[config.mk]
export PLATFORM = sky130hd
export DESIGN_NAME = sreg_slave
export DESIGN_NICKNAME = d
export VERILOG_FILES = /design/src/rtl/sreg_pkg.sv /design/src/rtl/sreg_sync.sv /design/src/rtl/sreg_ready.sv /design/src/rtl/sreg_regfile.sv /design/src/rtl/sreg_engine.sv /design/src/rtl/sreg_slave.sv
export SDC_FILE = /design/constraint.sdc
export NUM_CORES = 1
export LEC_CHECK = 0
export ABC_AREA = 1
export BUFFER_PORTS_ARGS = -buffer_cell sky130_fd_sc_hd__buf_2
export CAP_MARGIN = 20
export CORE_MARGIN = 5
export CORE_UTILIZATION = 29
export CTS_BUF_LIST = sky130_fd_sc_hd__clkbuf_16
export DETAILED_ROUTE_END_ITERATION = 16
export PLACE_DENSITY = 0.47
export SETUP_SLACK_MARGIN = 0.3
export SLEW_MARGIN = 20
export SYNTH_ARGS = -nofsm -noshare
export SYNTH_HDL_FRONTEND = slang
export SYNTH_SLANG_ARGS = --single-unit
export TNS_END_PERCENT = 10
[constraint.sdc]
create_clock -name clk -period 4 [get_ports clk]
set_clock_uncertainty 0.15 [all_clocks]
set_input_delay 0.2 -clock clk [delete_from_list [all_inputs] [get_ports clk]]
set_output_delay 0.2 -clock clk [all_outputs]
set_load 0.1 [all_outputs]
[src/rtl/sreg_pkg.sv]
package sreg_pkg;
  typedef enum logic [1:0] {
    PH_CMD = 2'd0,
    PH_WR  = 2'd1,
    PH_RD  = 2'd2
  } phase_e;
endpackage

[src/rtl/sreg_sync.sv]
module sreg_sync #(
  parameter int N = 3,
  parameter int STAGES = 2,
  parameter logic [N-1:0] RST_VAL = '0
) (
  input  logic         clk,
  input  logic         arst_n,
  input  logic [N-1:0] d,
  output logic [N-1:0] q
);
  logic [N-1:0] stg [STAGES];

  always_ff @(posedge clk or negedge arst_n) begin
    if (!arst_n) begin
      for (int i = 0; i < STAGES; i++) stg[i] <= RST_VAL;
    end else begin
      stg[0] <= d;
      for (int i = 1; i < STAGES; i++) stg[i] <= stg[i-1];
    end
  end

  assign q = stg[STAGES-1];
endmodule

[src/rtl/sreg_ready.sv]
module sreg_ready #(
  parameter int RES_W = 16
) (
  input  logic             clk,
  input  logic             arst_n,
  input  logic             ld,
  input  logic [RES_W-1:0] ld_data,
  input  logic             rd_done,
  output logic             drdy_n,
  output logic [RES_W-1:0] res_q
);
  logic             rdy_q, rdy_d;
  logic             pend_q, pend_d;
  logic [RES_W-1:0] hold_q, hold_d;
  logic [RES_W-1:0] res_d;

  always_comb begin
    rdy_d  = rdy_q;
    pend_d = pend_q;
    hold_d = hold_q;
    res_d  = res_q;
    if (ld) begin
      rdy_d  = 1'b1;
      pend_d = 1'b1;
      hold_d = ld_data;
    end else if (pend_q) begin
      res_d  = hold_q;
      rdy_d  = 1'b0;
      pend_d = 1'b0;
    end else if (rd_done) begin
      rdy_d  = 1'b1;
    end
  end

  always_ff @(posedge clk or negedge arst_n) begin
    if (!arst_n) begin
      rdy_q  <= 1'b1;
      pend_q <= 1'b0;
      hold_q <= '0;
      res_q  <= '0;
    end else begin
      rdy_q  <= rdy_d;
      pend_q <= pend_d;
      if (ld) hold_q <= hold_d;
      if (pend_q && !ld) res_q <= res_d;
    end
  end

  assign drdy_n = rdy_q;
endmodule

[src/rtl/sreg_regfile.sv]
module sreg_regfile #(
  parameter int REG_W = 8,
  parameter int ADDR_W = 3,
  parameter int RES_ADDR = 3
) (
  input  logic                         clk,
  input  logic                         arst_n,
  input  logic                         we,
  input  logic [ADDR_W-1:0]            waddr,
  input  logic [REG_W-1:0]             wdata,
  input  logic [ADDR_W-1:0]            raddr,
  output logic [REG_W-1:0]             rdata,
  output logic [(1<<ADDR_W)*REG_W-1:0] flat
);
  localparam int NREG = 1 << ADDR_W;

  for (genvar k = 0; k < NREG; k++) begin : g_slot
    if (k == 0 || k == RES_ADDR) begin : g_none
      assign flat[k*REG_W +: REG_W] = '0;
    end else begin : g_reg
      logic [REG_W-1:0] q;
      logic             hit;
      assign hit = we && (waddr == ADDR_W'(k));
      always_ff @(posedge clk or negedge arst_n) begin
        if (!arst_n)  q <= '0;
        else if (hit) q <= wdata;
      end
      assign flat[k*REG_W +: REG_W] = q;
    end
  end

  assign rdata = flat[raddr*REG_W +: REG_W];
endmodule

[src/rtl/sreg_engine.sv]
module sreg_engine
  import sreg_pkg::*;
#(
  parameter int REG_W = 8,
  parameter int RES_W = 16,
  parameter int ADDR_W = 3,
  parameter int RES_ADDR = 3,
  parameter int RESYNC_ONES = 32
) (
  input  logic              clk,
  input  logic              arst_n,
  input  logic              cs_n_s,
  input  logic              sclk_s,
  input  logic              din_s,
  input  logic              drdy_n,
  input  logic [RES_W-1:0]  res_q,
  input  logic [REG_W-1:0]  cfg_rdata,
  output logic [ADDR_W-1:0] cfg_raddr,
  output logic              cfg_we,
  output logic [ADDR_W-1:0] cfg_waddr,
  output logic [REG_W-1:0]  cfg_wdata,
  output logic              rd_done,
  output logic              dout
);
  localparam int CNT_W    = $clog2(RES_W + 1);
  localparam int ONES_W   = $clog2(RESYNC_ONES + 1);
  localparam int PAD      = RES_W - REG_W;
  localparam int FLAG_BIT = REG_W - 1;
  localparam int ADDR_LSB = REG_W - 1 - ADDR_W;
  localparam int RW_BIT   = ADDR_LSB - 1;
  localparam logic [ADDR_W-1:0] RES_A    = ADDR_W'(RES_ADDR);
  localparam logic [CNT_W-1:0]  LAST_REG = CNT_W'(REG_W - 1);
  localparam logic [CNT_W-1:0]  LAST_RES = CNT_W'(RES_W - 1);
  localparam logic [ONES_W-1:0] ONES_TRIP = ONES_W'(RESYNC_ONES - 1);
  localparam logic [ONES_W-1:0] ONES_SAT  = ONES_W'(RESYNC_ONES);

  phase_e            phase_q, phase_d;
  logic [CNT_W-1:0]  cnt_q, cnt_d;
  logic [REG_W-1:0]  rx_q, rx_d, rx_next;
  logic [RES_W-1:0]  tx_q, tx_d, rd_word;
  logic [ONES_W-1:0] ones_q, ones_d;
  logic [ADDR_W-1:0] addr_q, addr_d;
  logic              dout_q, dout_d;
  logic              sclk_q;
  logic              we_q, we_d;
  logic [REG_W-1:0]  wdata_q, wdata_d;
  logic              done_q, done_d;
  logic              rise, fall, trip;
  logic [CNT_W-1:0]  cur_last;

  assign rise      = sclk_s & ~sclk_q;
  assign fall      = ~sclk_s & sclk_q;
  assign rx_next   = {rx_q[REG_W-2:0], din_s};
  assign cfg_raddr = rx_next[ADDR_LSB +: ADDR_W];
  assign trip      = din_s && (ones_q >= ONES_TRIP);
  assign cur_last  = (addr_q == RES_A) ? LAST_RES : LAST_REG;

  always_comb begin
    if (cfg_raddr == '0)
      rd_word = {drdy_n, rx_next[REG_W-2:0], {PAD{1'b0}}};
    else if (cfg_raddr == RES_A)
      rd_word = res_q;
    else
      rd_word = {cfg_rdata, {PAD{1'b0}}};
  end

  always_comb begin
    phase_d = phase_q;
    cnt_d   = cnt_q;
    rx_d    = rx_q;
    tx_d    = tx_q;
    ones_d  = ones_q;
    addr_d  = addr_q;
    dout_d  = dout_q;
    we_d    = 1'b0;
    wdata_d = wdata_q;
    done_d  = 1'b0;
    if (cs_n_s) begin
      phase_d = PH_CMD;
      cnt_d   = '0;
      ones_d  = '0;
      dout_d  = 1'b1;
    end else if (rise) begin
      ones_d = din_s ? ((ones_q == ONES_SAT) ? ones_q : ones_q + 1'b1) : '0;
      rx_d   = rx_next;
      if (trip) begin
        phase_d = PH_CMD;
        cnt_d   = '0;
      end else begin
        cnt_d = cnt_q + 1'b1;
        unique case (phase_q)
          PH_CMD: begin
            if (cnt_q == LAST_REG) begin
              cnt_d = '0;
              if (!rx_next[FLAG_BIT]) begin
                addr_d = cfg_raddr;
                if (rx_next[RW_BIT]) begin
                  phase_d = PH_RD;
                  tx_d    = rd_word;
                end else if (cfg_raddr != '0) begin
                  phase_d = PH_WR;
                end
              end
            end
          end
          PH_WR: begin
            if (cnt_q == cur_last) begin
              cnt_d   = '0;
              phase_d = PH_CMD;
              if (addr_q != RES_A) begin
                we_d    = 1'b1;
                wdata_d = rx_next;
              end
            end
          end
          PH_RD: begin
            if (cnt_q == cur_last) begin
              cnt_d   = '0;
              phase_d = PH_CMD;
              done_d  = (addr_q == RES_A);
            end
          end
          default: begin
            phase_d = PH_CMD;
            cnt_d   = '0;
          end
        endcase
      end
    end else if (fall) begin
      if (phase_q == PH_RD) begin
        dout_d = tx_q[RES_W-1];
        tx_d   = {tx_q[RES_W-2:0], 1'b0};
      end else begin
        dout_d = 1'b1;
      end
    end
  end

  always_ff @(posedge clk or negedge arst_n) begin
    if (!arst_n) begin
      phase_q <= PH_CMD;
      cnt_q   <= '0;
      rx_q    <= '0;
      tx_q    <= '0;
      ones_q  <= '0;
      addr_q  <= '0;
      dout_q  <= 1'b1;
      sclk_q  <= 1'b0;
      we_q    <= 1'b0;
      wdata_q <= '0;
      done_q  <= 1'b0;
    end else begin
      phase_q <= phase_d;
      cnt_q   <= cnt_d;
      rx_q    <= rx_d;
      tx_q    <= tx_d;
      ones_q  <= ones_d;
      addr_q  <= addr_d;
      dout_q  <= dout_d;
      sclk_q  <= sclk_s;
      we_q    <= we_d;
      wdata_q <= wdata_d;
      done_q  <= done_d;
    end
  end

  assign cfg_we    = we_q;
  assign cfg_waddr = addr_q;
  assign cfg_wdata = wdata_q;
  assign rd_done   = done_q;
  assign dout      = dout_q;
endmodule

[src/rtl/sreg_slave.sv]
module sreg_slave #(
  parameter int REG_W = 8,
  parameter int RES_W = 16,
  parameter int ADDR_W = 3,
  parameter int RES_ADDR = 3,
  parameter int RESYNC_ONES = 32,
  parameter int SYNC_STAGES = 2
) (
  input  logic                             clk,
  input  logic                             rst_n,
  input  logic                             cs_n,
  input  logic                             sclk,
  input  logic                             din,
  output logic                             dout,
  output logic                             drdy_n,
  input  logic                             res_load,
  input  logic [RES_W-1:0]                 res_data,
  output logic [(1<<ADDR_W)*REG_W-1:0]     cfg_flat
);
  logic             rst_m, arst_n;
  logic [2:0]       pins_s;
  logic             cs_n_s, sclk_s, din_s;
  logic [RES_W-1:0] res_q;
  logic             rd_done;
  logic             cfg_we;
  logic [ADDR_W-1:0] cfg_waddr, cfg_raddr;
  logic [REG_W-1:0] cfg_wdata, cfg_rdata;

  always_ff @(posedge clk or negedge rst_n) begin
    if (!rst_n) begin
      rst_m  <= 1'b0;
      arst_n <= 1'b0;
    end else begin
      rst_m  <= 1'b1;
      arst_n <= rst_m;
    end
  end

  sreg_sync #(.N(3), .STAGES(SYNC_STAGES), .RST_VAL(3'b001)) u_sync (
    .clk(clk), .arst_n(arst_n), .d({sclk, din, cs_n}), .q(pins_s)
  );
  assign sclk_s = pins_s[2];
  assign din_s  = pins_s[1];
  assign cs_n_s = pins_s[0];

  sreg_engine #(
    .REG_W(REG_W), .RES_W(RES_W), .ADDR_W(ADDR_W),
    .RES_ADDR(RES_ADDR), .RESYNC_ONES(RESYNC_ONES)
  ) u_eng (
    .clk(clk), .arst_n(arst_n), .cs_n_s(cs_n_s), .sclk_s(sclk_s), .din_s(din_s),
    .drdy_n(drdy_n), .res_q(res_q), .cfg_rdata(cfg_rdata), .cfg_raddr(cfg_raddr),
    .cfg_we(cfg_we), .cfg_waddr(cfg_waddr), .cfg_wdata(cfg_wdata),
    .rd_done(rd_done), .dout(dout)
  );

  sreg_regfile #(.REG_W(REG_W), .ADDR_W(ADDR_W), .RES_ADDR(RES_ADDR)) u_rf (
    .clk(clk), .arst_n(arst_n), .we(cfg_we), .waddr(cfg_waddr), .wdata(cfg_wdata),
    .raddr(cfg_raddr), .rdata(cfg_rdata), .flat(cfg_flat)
  );

  sreg_ready #(.RES_W(RES_W)) u_rdy (
    .clk(clk), .arst_n(arst_n), .ld(res_load), .ld_data(res_data),
    .rd_done(rd_done), .drdy_n(drdy_n), .res_q(res_q)
  );
endmodule

==> Flow_metrics.wiki, run 1 <==
{| class="wikitable"
! Metric !! Value
|-
| Critical path data required time || between 4 and 5 ns
|-
| Top-Level Pins || 88
|-
| MaxCap Viol Count || 0
|-
| Largest family of logic cells by synthesized area || simple AND/OR/NAND/NOR gates
|-
| Clock Root Buffer || clkbuf_16
|-
| Post-route minimum period || 2.18 ns
|-
| Data arrival time of the critical path || 2.37 ns
|-
| Number of DRC violations after detailed routing || 0
|-
| Max rail drop VDD || 0.307 mV
|-
| Most common cell after layout, fill and taps aside || nand2_1
|-
| Row count || between 50 and 60
|-
| Distinct cell type count after synthesis || 37
|-
| Remaining antenna violation count after routing || 0
|-
| Cell Pwr Density || just over 500 nW/µm²
|-
| Number of global-route vias before repair || 5026
|-
| Buffers added on ports || slightly above 70
|-
| Routability congestion estimate || between 0.8 and 0.9
|-
| Min-delay worst type || flop to asynchronous set/reset pin
|-
| Layout net count || 904
|-
| Number of iterations in the first detailed-routing pass || 5
|-
| Cell with the most instances on the worst path || nand2_2
|-
| Post-CTS resize count || 0
|-
| Worst reg-to-reg path cell count || 7
|-
| Worst-case register-to-register setup slack || ~1.8 ns
|-
| Final HPWL DP || 12.4 mm
|-
| Maximum operating frequency || between 0.4 and 0.5 GHz
|-
| Pin count of the biggest net entering global routing || 75
|-
| Proportion of synthesized area in mux cells || 0
|-
| Worst slack, placed || between 1.5 and 2 ns
|-
| Maximum clock insertion buffer count || 2
|-
| Delay of the slowest cell on the worst path || between 0.5 and 0.6 ns
|-
| Capture point of the worst reg-to-reg path || u_eng.tx_q[14]
|-
| Via count || around 5.3k
|-
| Series of cell instances along the critical path || nand2_2 -> nand2_2 -> o21ai_2 -> nand2_2 -> a21oi_4 -> nand2_1 -> o21ai_2
|-
| Final total power || approximately 4.1 mW
|-
| Clock buffers created by TritonCTS || 17
|-
| Leak || approximately 3.8 nW
|-
| Count of inserted antenna diode cells || 0
|-
| Vertical die dimension || between 150 and 200 µm
|-
| Worst-Margin Slew || approximately 1.0 ns
|-
| CP delay by family, top || compound AO/OA/AOI/OAI gates
|-
| Core area || around 23000 µm²
|-
| Grt ovf || 0
|-
| Number of buffers and inverters on the critical path || 0
|-
| Worst-path fanout max || 23
|-
| Kind of start point of the critical path || flop
|-
| Setup CP Type || flop to flop
|-
| Fin area || 8000 µm²
|-
| Layout cells sized above 1 || 0.177
|-
| Inst Count DP || about 1.1k
|-
| Horiz. Die Dim || roughly 160 µm
|-
| Share of synthesized cell area in full adder, half adder and majority cells || 0.0133
|-
| Filler instances || roughly 2.3k
|-
| Worst reg2reg path startpoint || u_sync.q[2]
|-
| Gate count of the mapped netlist || about 800
|-
| Total Neg Setup Slack || 0 ns
|-
| First DRT Iteration DRCs || ~270
|-
| Standard cell area after detailed placement || approximately 7100 µm²
|-
| Wire length of the first global-routing pass || between 20 and 30 mm
|-
| CTS tree || done
|-
| Complex-gate fraction of the synthesized area || 0.128
|-
| Max H-tree Level || 4
|-
| Count of endpoints failing hold in the final timing report || 0
|-
| Initial antenna violation count || 0
|-
| Post-synthesis sequential element count || between 100 and 150
|-
| Count of final max-slew check failures || 0
|-
| Clock-pin slew of the registers on the worst-case setup and hold paths || about 0.07 ns
|-
| Detailed-route wire length per cell || between 10 and 15 µm
|-
| Fraction of the mapped netlist area in simple logic gates || 0.226
|-
| Tot GR Track Use || 0.136
|-
| Die area || 25900 µm²
|-
| Combined area of all synthesized cells || roughly 6600 µm²
|-
| Initial core utilization || 0.293
|-
| Proportion of synthesized chip area in sequential cells || 0.535
|-
| Avg Synthesized Cell Area || approximately 8.4 µm²
|-
| Relative max-transition margin || 0.331
|-
| Worst skew pair latency || about 0.43 ns
|-
| Routed vias/inst || 4.54
|-
| Worst hold margin || 0.147 ns
|-
| Period utilization || 0.545
|-
| Hold-fix buffer count after cts || 22
|-
| Unrepaired setup endpoints after global routing || false
|-
| Number of endpoints failing setup at the final stage || 0
|-
| Slowest stage cell on the critical path || a21oi_4
|-
| Count of yosys warnings during synthesis || 0
|-
| Post-CTS setup buffer count || 0
|-
| Sinks on Clock Net || between 100 and 150
|-
| Kind of end point of the critical path || flop
|-
| Xor and xnor fraction of the mapped netlist area || 0.00133
|-
| Synth-to-layout area growth || 21.1%
|-
| Min setup slack post-route || between 1.5 and 2 ns
|-
| Drt total wl || approximately 17 mm
|-
| Status || completed
|-
| Count of non-filler cells in the finished layout || between 1k and 1.5k
|-
| Core utilization of the finished layout || 0.355
|-
| Highest-count cells in the layout ignoring fill and taps || nand2_1 (220), dfrtp_1 (136), o21ai_0 (111)
|}
-- metal layers --
layer / routed length (µm) / global-route usage / vias to the layer above
met2: 7910 / 0.211 / 132
met4: 276 / 0.0496 / 0
met5: 0 / 0 / -
met3: 706 / 0.0262 / 21
li1: - / - / 2667
met1: 8420 / 0.190 / 2501
-- synthesized netlist by cell type, drive strengths merged --
cell type	number	area share
or2	4	0.0038
o31ai	1	0.0011
nor3	7	0.0061
clkbuf	13	0.0074
nand2	230	0.13
dfstp	4	0.016
ha	7	0.013
o21ai	130	0.10
and2	1	0.00095
nand4	8	0.0076
a31o	1	0.0013
xnor2	1	0.0013
nor2	51	0.033
buf	32	0.034
nand3	43	0.038
nor3b	1	0.0011
dfrtp	137	0.52
inv	93	0.053
o211ai	6	0.0068
a21oi	8	0.0078
conb	2	0.0011
clkinv	1	0.00057
o22ai	6	0.0057
nand3b	1	0.0011
-- kinds of logic (layout without fill, tap and decap cells) --
group | Yosys count | in the layout
simple gates | 346 | 346
xor+xnor | 1 | 1
buf+inv | 139 | 224
flops | 141 | 141
other cells | 2 | 17
compound gates | 152 | 152
fa+ha+maj | 7 | 7
-- power breakdown --
part | switching [mW] | total [mW] | internal (mW)
sequential | 0.131 | 1.72 | 1.59
clock | 0.681 | 1.69 | 1.01
combinational | 0.461 | 0.693 | 0.232
-- area by class of cell --
class	count	area (µm²)	area share
flip-flops and latches	141	3540	0.442
multi-input cells	523	2500	0.312
repair buffers	98	626	0.0782
clock buffers	17	425	0.0532
well taps	285	357	0.0446
inverters	94	355	0.0444
clock inverters	15	200	0.0250
-- sequential cells by signal, indices dropped and copies added, names as in the netlist, 5 cells and up --
register,cells
u_eng.rx_q,7
u_rf.g_slot.g_reg.q,48
u_eng.tx_q,16
u_rdy.hold_q,16
u_rdy.res_q,16
u_eng.ones_q,6
u_eng.cnt_q,5
u_eng.cfg_wdata,8
-- worst max path at each step --
stage / from / to / slack, ns / cells after the start
6_report: u_sync.q[2] / u_eng.tx_q[14] / 1.82 / 7
5_1_grt: u_sync.q[2] / u_eng.tx_q[6] / 1.60 / 7
2_1_floorplan: arst_n / u_eng.cfg_waddr[0] / 1.51 / 0
4_1_cts: u_sync.q[2] / u_eng.tx_q[6] / 1.76 / 7
3_3_place_gp: u_sync.q[2] / u_eng.tx_q[14] / 1.84 / 7
3_5_place_dp: u_sync.q[2] / u_eng.tx_q[6] / 1.78 / 7
-- worst register-to-register path, delay by kind of cell, from the launching register on --
kind,cells,cell delay [ns]
compound gates,3,0.84
flops,1,0.40
simple gates,4,0.72
(Power assumes the default switching activity.)
==> run 2, diff against run 1 <==
Settings changed: PLACE_DENSITY 0.47 to 0.46.
Clock period 4 ns to 2.1 ns, I/O delays scaled along.
==> Flow_metrics.wiki, run 2 (same netlist as run 1, synthesis figures left out) <==
{| class="wikitable"
! Metric !! Value
|-
| Initial core utilization || 0.293 (unchanged)
|-
| Number of buffers and inverters on the critical path || 3 (+3)
|-
| Leak || 4.03 nW (+4.7%)
|-
| Horiz. Die Dim || 161 µm (unchanged)
|-
| Wire length of the first global-routing pass || 27.8 mm (about the same)
|-
| Routed vias/inst || 4.38 (-3.5%)
|-
| Clk network pwr share || 0.393 (-0.018)
|-
| Filler instances || 2289 (-0.78%)
|-
| Kind of start point of the critical path || flop
|-
| Most common cell after layout, fill and taps aside || nand2_1
|-
| Register with the highest flop count || u_rf.g_slot.g_reg.q
|-
| Vertical die dimension || 161 µm (unchanged)
|-
| Number of endpoints failing setup at the final stage || 0 (unchanged)
|-
| Worst reg-to-reg path cell count || 11 (+4)
|-
| Post-route minimum period || 1.88 ns (-0.298 ns)
|-
| Max rail drop VDD || 0.602 mV (+96%)
|-
| Fin area || 8360 µm² (+4.5%)
|-
| Series of cell instances along the critical path || inv_2 -> ha_4 -> inv_4 -> nor2_4 -> nand2_2 -> o21ai_2 -> nand2_2 -> a21oi_4 -> clkbuf_16 -> nand2_1 -> nand2_1
|-
| Tot GR Track Use || 0.137 (+0.000731)
|-
| Highest-count cells in the layout ignoring fill and taps || nand2_1 (215), dfrtp_1 (136), o21ai_0 (111)
|-
| Clock-pin slew of the registers on the worst-case setup and hold paths || 0.06 ns (about the same)
|-
| Delay of the slowest cell on the worst path || 0.41 ns (-0.13 ns)
|-
| Detailed-route wire length per cell || 14.6 µm (-1.2%)
|-
| Core area || 22500 µm² (unchanged)
|-
| Count of final max-slew check failures || 0 (unchanged)
|-
| Remaining antenna violation count after routing || 0 (unchanged)
|-
| Status || completed
|-
| Unrepaired setup endpoints after global routing || true
|-
| Pin count of the biggest net entering global routing || 37 (-51%)
|-
| Period utilization || 0.895 (+0.351)
|-
| MaxCap Viol Count || 0 (unchanged)
|-
| Worst slack, placed || 0.244 ns (-1.54 ns)
|-
| Core utilization of the finished layout || 0.371 (+0.0161)
|-
| Proportion of power drawn by combinational gates || 0.203 (+0.034)
|-
| Layout net count || 933 (+3.2%)
|-
| Worst skew pair latency || 0.42 ns (about the same)
|-
| Relative contribution of sequential cells to total power || 0.404 (-0.015)
|-
| CTS tree || done
|-
| Setup CP Type || flop to flop
|-
| Worst hold margin || 0.129 ns (-0.0178 ns)
|-
| Worst-path fanout max || 6 (-74%)
|-
| Min-delay worst type || flop to asynchronous set/reset pin
|-
| Data arrival time of the critical path || 2.09 ns (-0.28 ns)
|-
| Clock buffers created by TritonCTS || 17 (unchanged)
|-
| Worst-Margin Slew || 0.599 ns (-0.406 ns)
|-
| Maximum operating frequency || 0.532 GHz (+16%)
|-
| Design internal power || 5.61 mW (+99%)
|-
| First DRT Iteration DRCs || 274 (+0.37%)
|-
| Kind of end point of the critical path || flop
|-
| Cell Pwr Density || 953 nW/µm² (+86%)
|-
| Final HPWL DP || 12.3 mm (-0.12%)
|-
| Number of iterations in the first detailed-routing pass || 4 (-1)
|-
| Top-Level Pins || 88 (unchanged)
|-
| Number of DRC violations after detailed routing || 0 (unchanged)
|-
| Net Switching || 2.35 mW (+85%)
|-
| Slowest stage cell on the critical path || dfrtp_1
|-
| Initial antenna violation count || 0 (unchanged)
|-
| Grt ovf || 0 (unchanged)
|-
| Count of endpoints failing hold in the final timing report || 0 (unchanged)
|-
| Sinks on Clock Net || 141 (unchanged)
|-
| Max H-tree Level || 4 (unchanged)
|-
| Total Neg Setup Slack || 0 ns (unchanged)
|-
| CP delay by family, top || simple AND/OR/NAND/NOR gates
|-
| Number of global-route vias before repair || 5052 (+0.52%)
|-
| Routability congestion estimate || 0.796 (-3.7%)
|-
| Instance count on the critical path || 11 (+4)
|-
| Drt total wl || 17.5 mm (+1.3%)
|-
| Synth-to-layout area growth || 26.6%
|-
| Row count || 55 (unchanged)
|-
| Clock Root Buffer || clkbuf_16
|-
| Die area || 25900 µm² (unchanged)
|-
| Layout cells sized above 1 || 0.210 (+0.0337)
|-
| Critical path data required time || 2.31 ns (-1.89 ns)
|-
| Relative max-transition margin || 0.600 (+0.269)
|-
| Count of inserted antenna diode cells || 0 (unchanged)
|-
| Standard cell area after detailed placement || 7300 µm² (+2.4%)
|-
| Buffers added on ports || 71 (unchanged)
|-
| Min setup slack post-route || 0.220 ns (-1.60 ns)
|-
| Fraction of power spent switching nets || 0.295 (-0.0154)
|-
| Flip-flop count of the largest register, all copies and words added || 48 (unchanged)
|-
| Via count || 5264 (-1.1%)
|-
| Maximum clock insertion buffer count || 2 (unchanged)
|}
==> run 2: final cells by class <==
type / count / area, µm² / area share
tap: 285 / 357 / 0.0427
timing repair buffer: 127 / 945 / 0.113
clock buffer: 17 / 425 / 0.0509
clock inverter: 15 / 180 / 0.0216
sequential: 141 / 3540 / 0.423
multi-input combinational: 523 / 2550 / 0.306
inverter: 94 / 360 / 0.0431
==> run 2: routing by layer <==
layer,vias up,GRT usage,share of wire
li1,2716,-,-
met1,2423,0.193,0.49
met2,102,0.209,0.45
met3,23,0.0231,0.034
met4,0,0.0554,0.023
met5,-,0,0
==> run 2: power by group through the flow <==
| stage | combinational [mW] | clock (mW) | sequential [mW] |
|---|---|---|---|
| after detailed placement | 1.42 | 0 | 3.26 |
| after CTS | 1.47 | 3.21 | 3.22 |
| after global routing | 1.83 | 3.31 | 3.25 |
| final | 1.62 | 3.13 | 3.22 |
| after global placement | 1.42 | 0 | 3.26 |
| after floorplan | 1.07 | 0 | 3.25 |
==> run 2: worst paths after layout <==
kind / endpoint / slack (ns) / from
max reg2reg: u_eng.tx_q[13] / 0.22 / u_eng.phase_q[1]
min: u_rf.g_slot[1].g_reg.q[3] / 0.13 / arst_n
min reg2reg: u_rf.g_slot[1].g_reg.q[3] / 0.13 / arst_n
max in group asynchronous: u_eng.dout / 1.06 / arst_n
max: u_eng.tx_q[13] / 0.22 / u_eng.phase_q[1]
min in group clk: u_sync.stg[3] / 0.17 / cs_n
==> run 2: timing repair <==
item                                    in CTS  in global routing
endpoints found under the setup margin      23                 42
gates cloned                                 0                  3
pin swaps                                    1                  5
endpoints found under the hold margin       23                  0
hold buffers                                22                  0
setup buffers                                1                 12
resized for setup                            2                 18
==> run 2: stage by stage <==
step / total power [mW] / std cells
final: 7.96 / 1202
after global routing: 8.39 / 1202
after CTS: 7.89 / 1187
after detailed placement: 4.68 / 1132
after global placement: 4.68 / 1132
after floorplan: 4.31 / 803
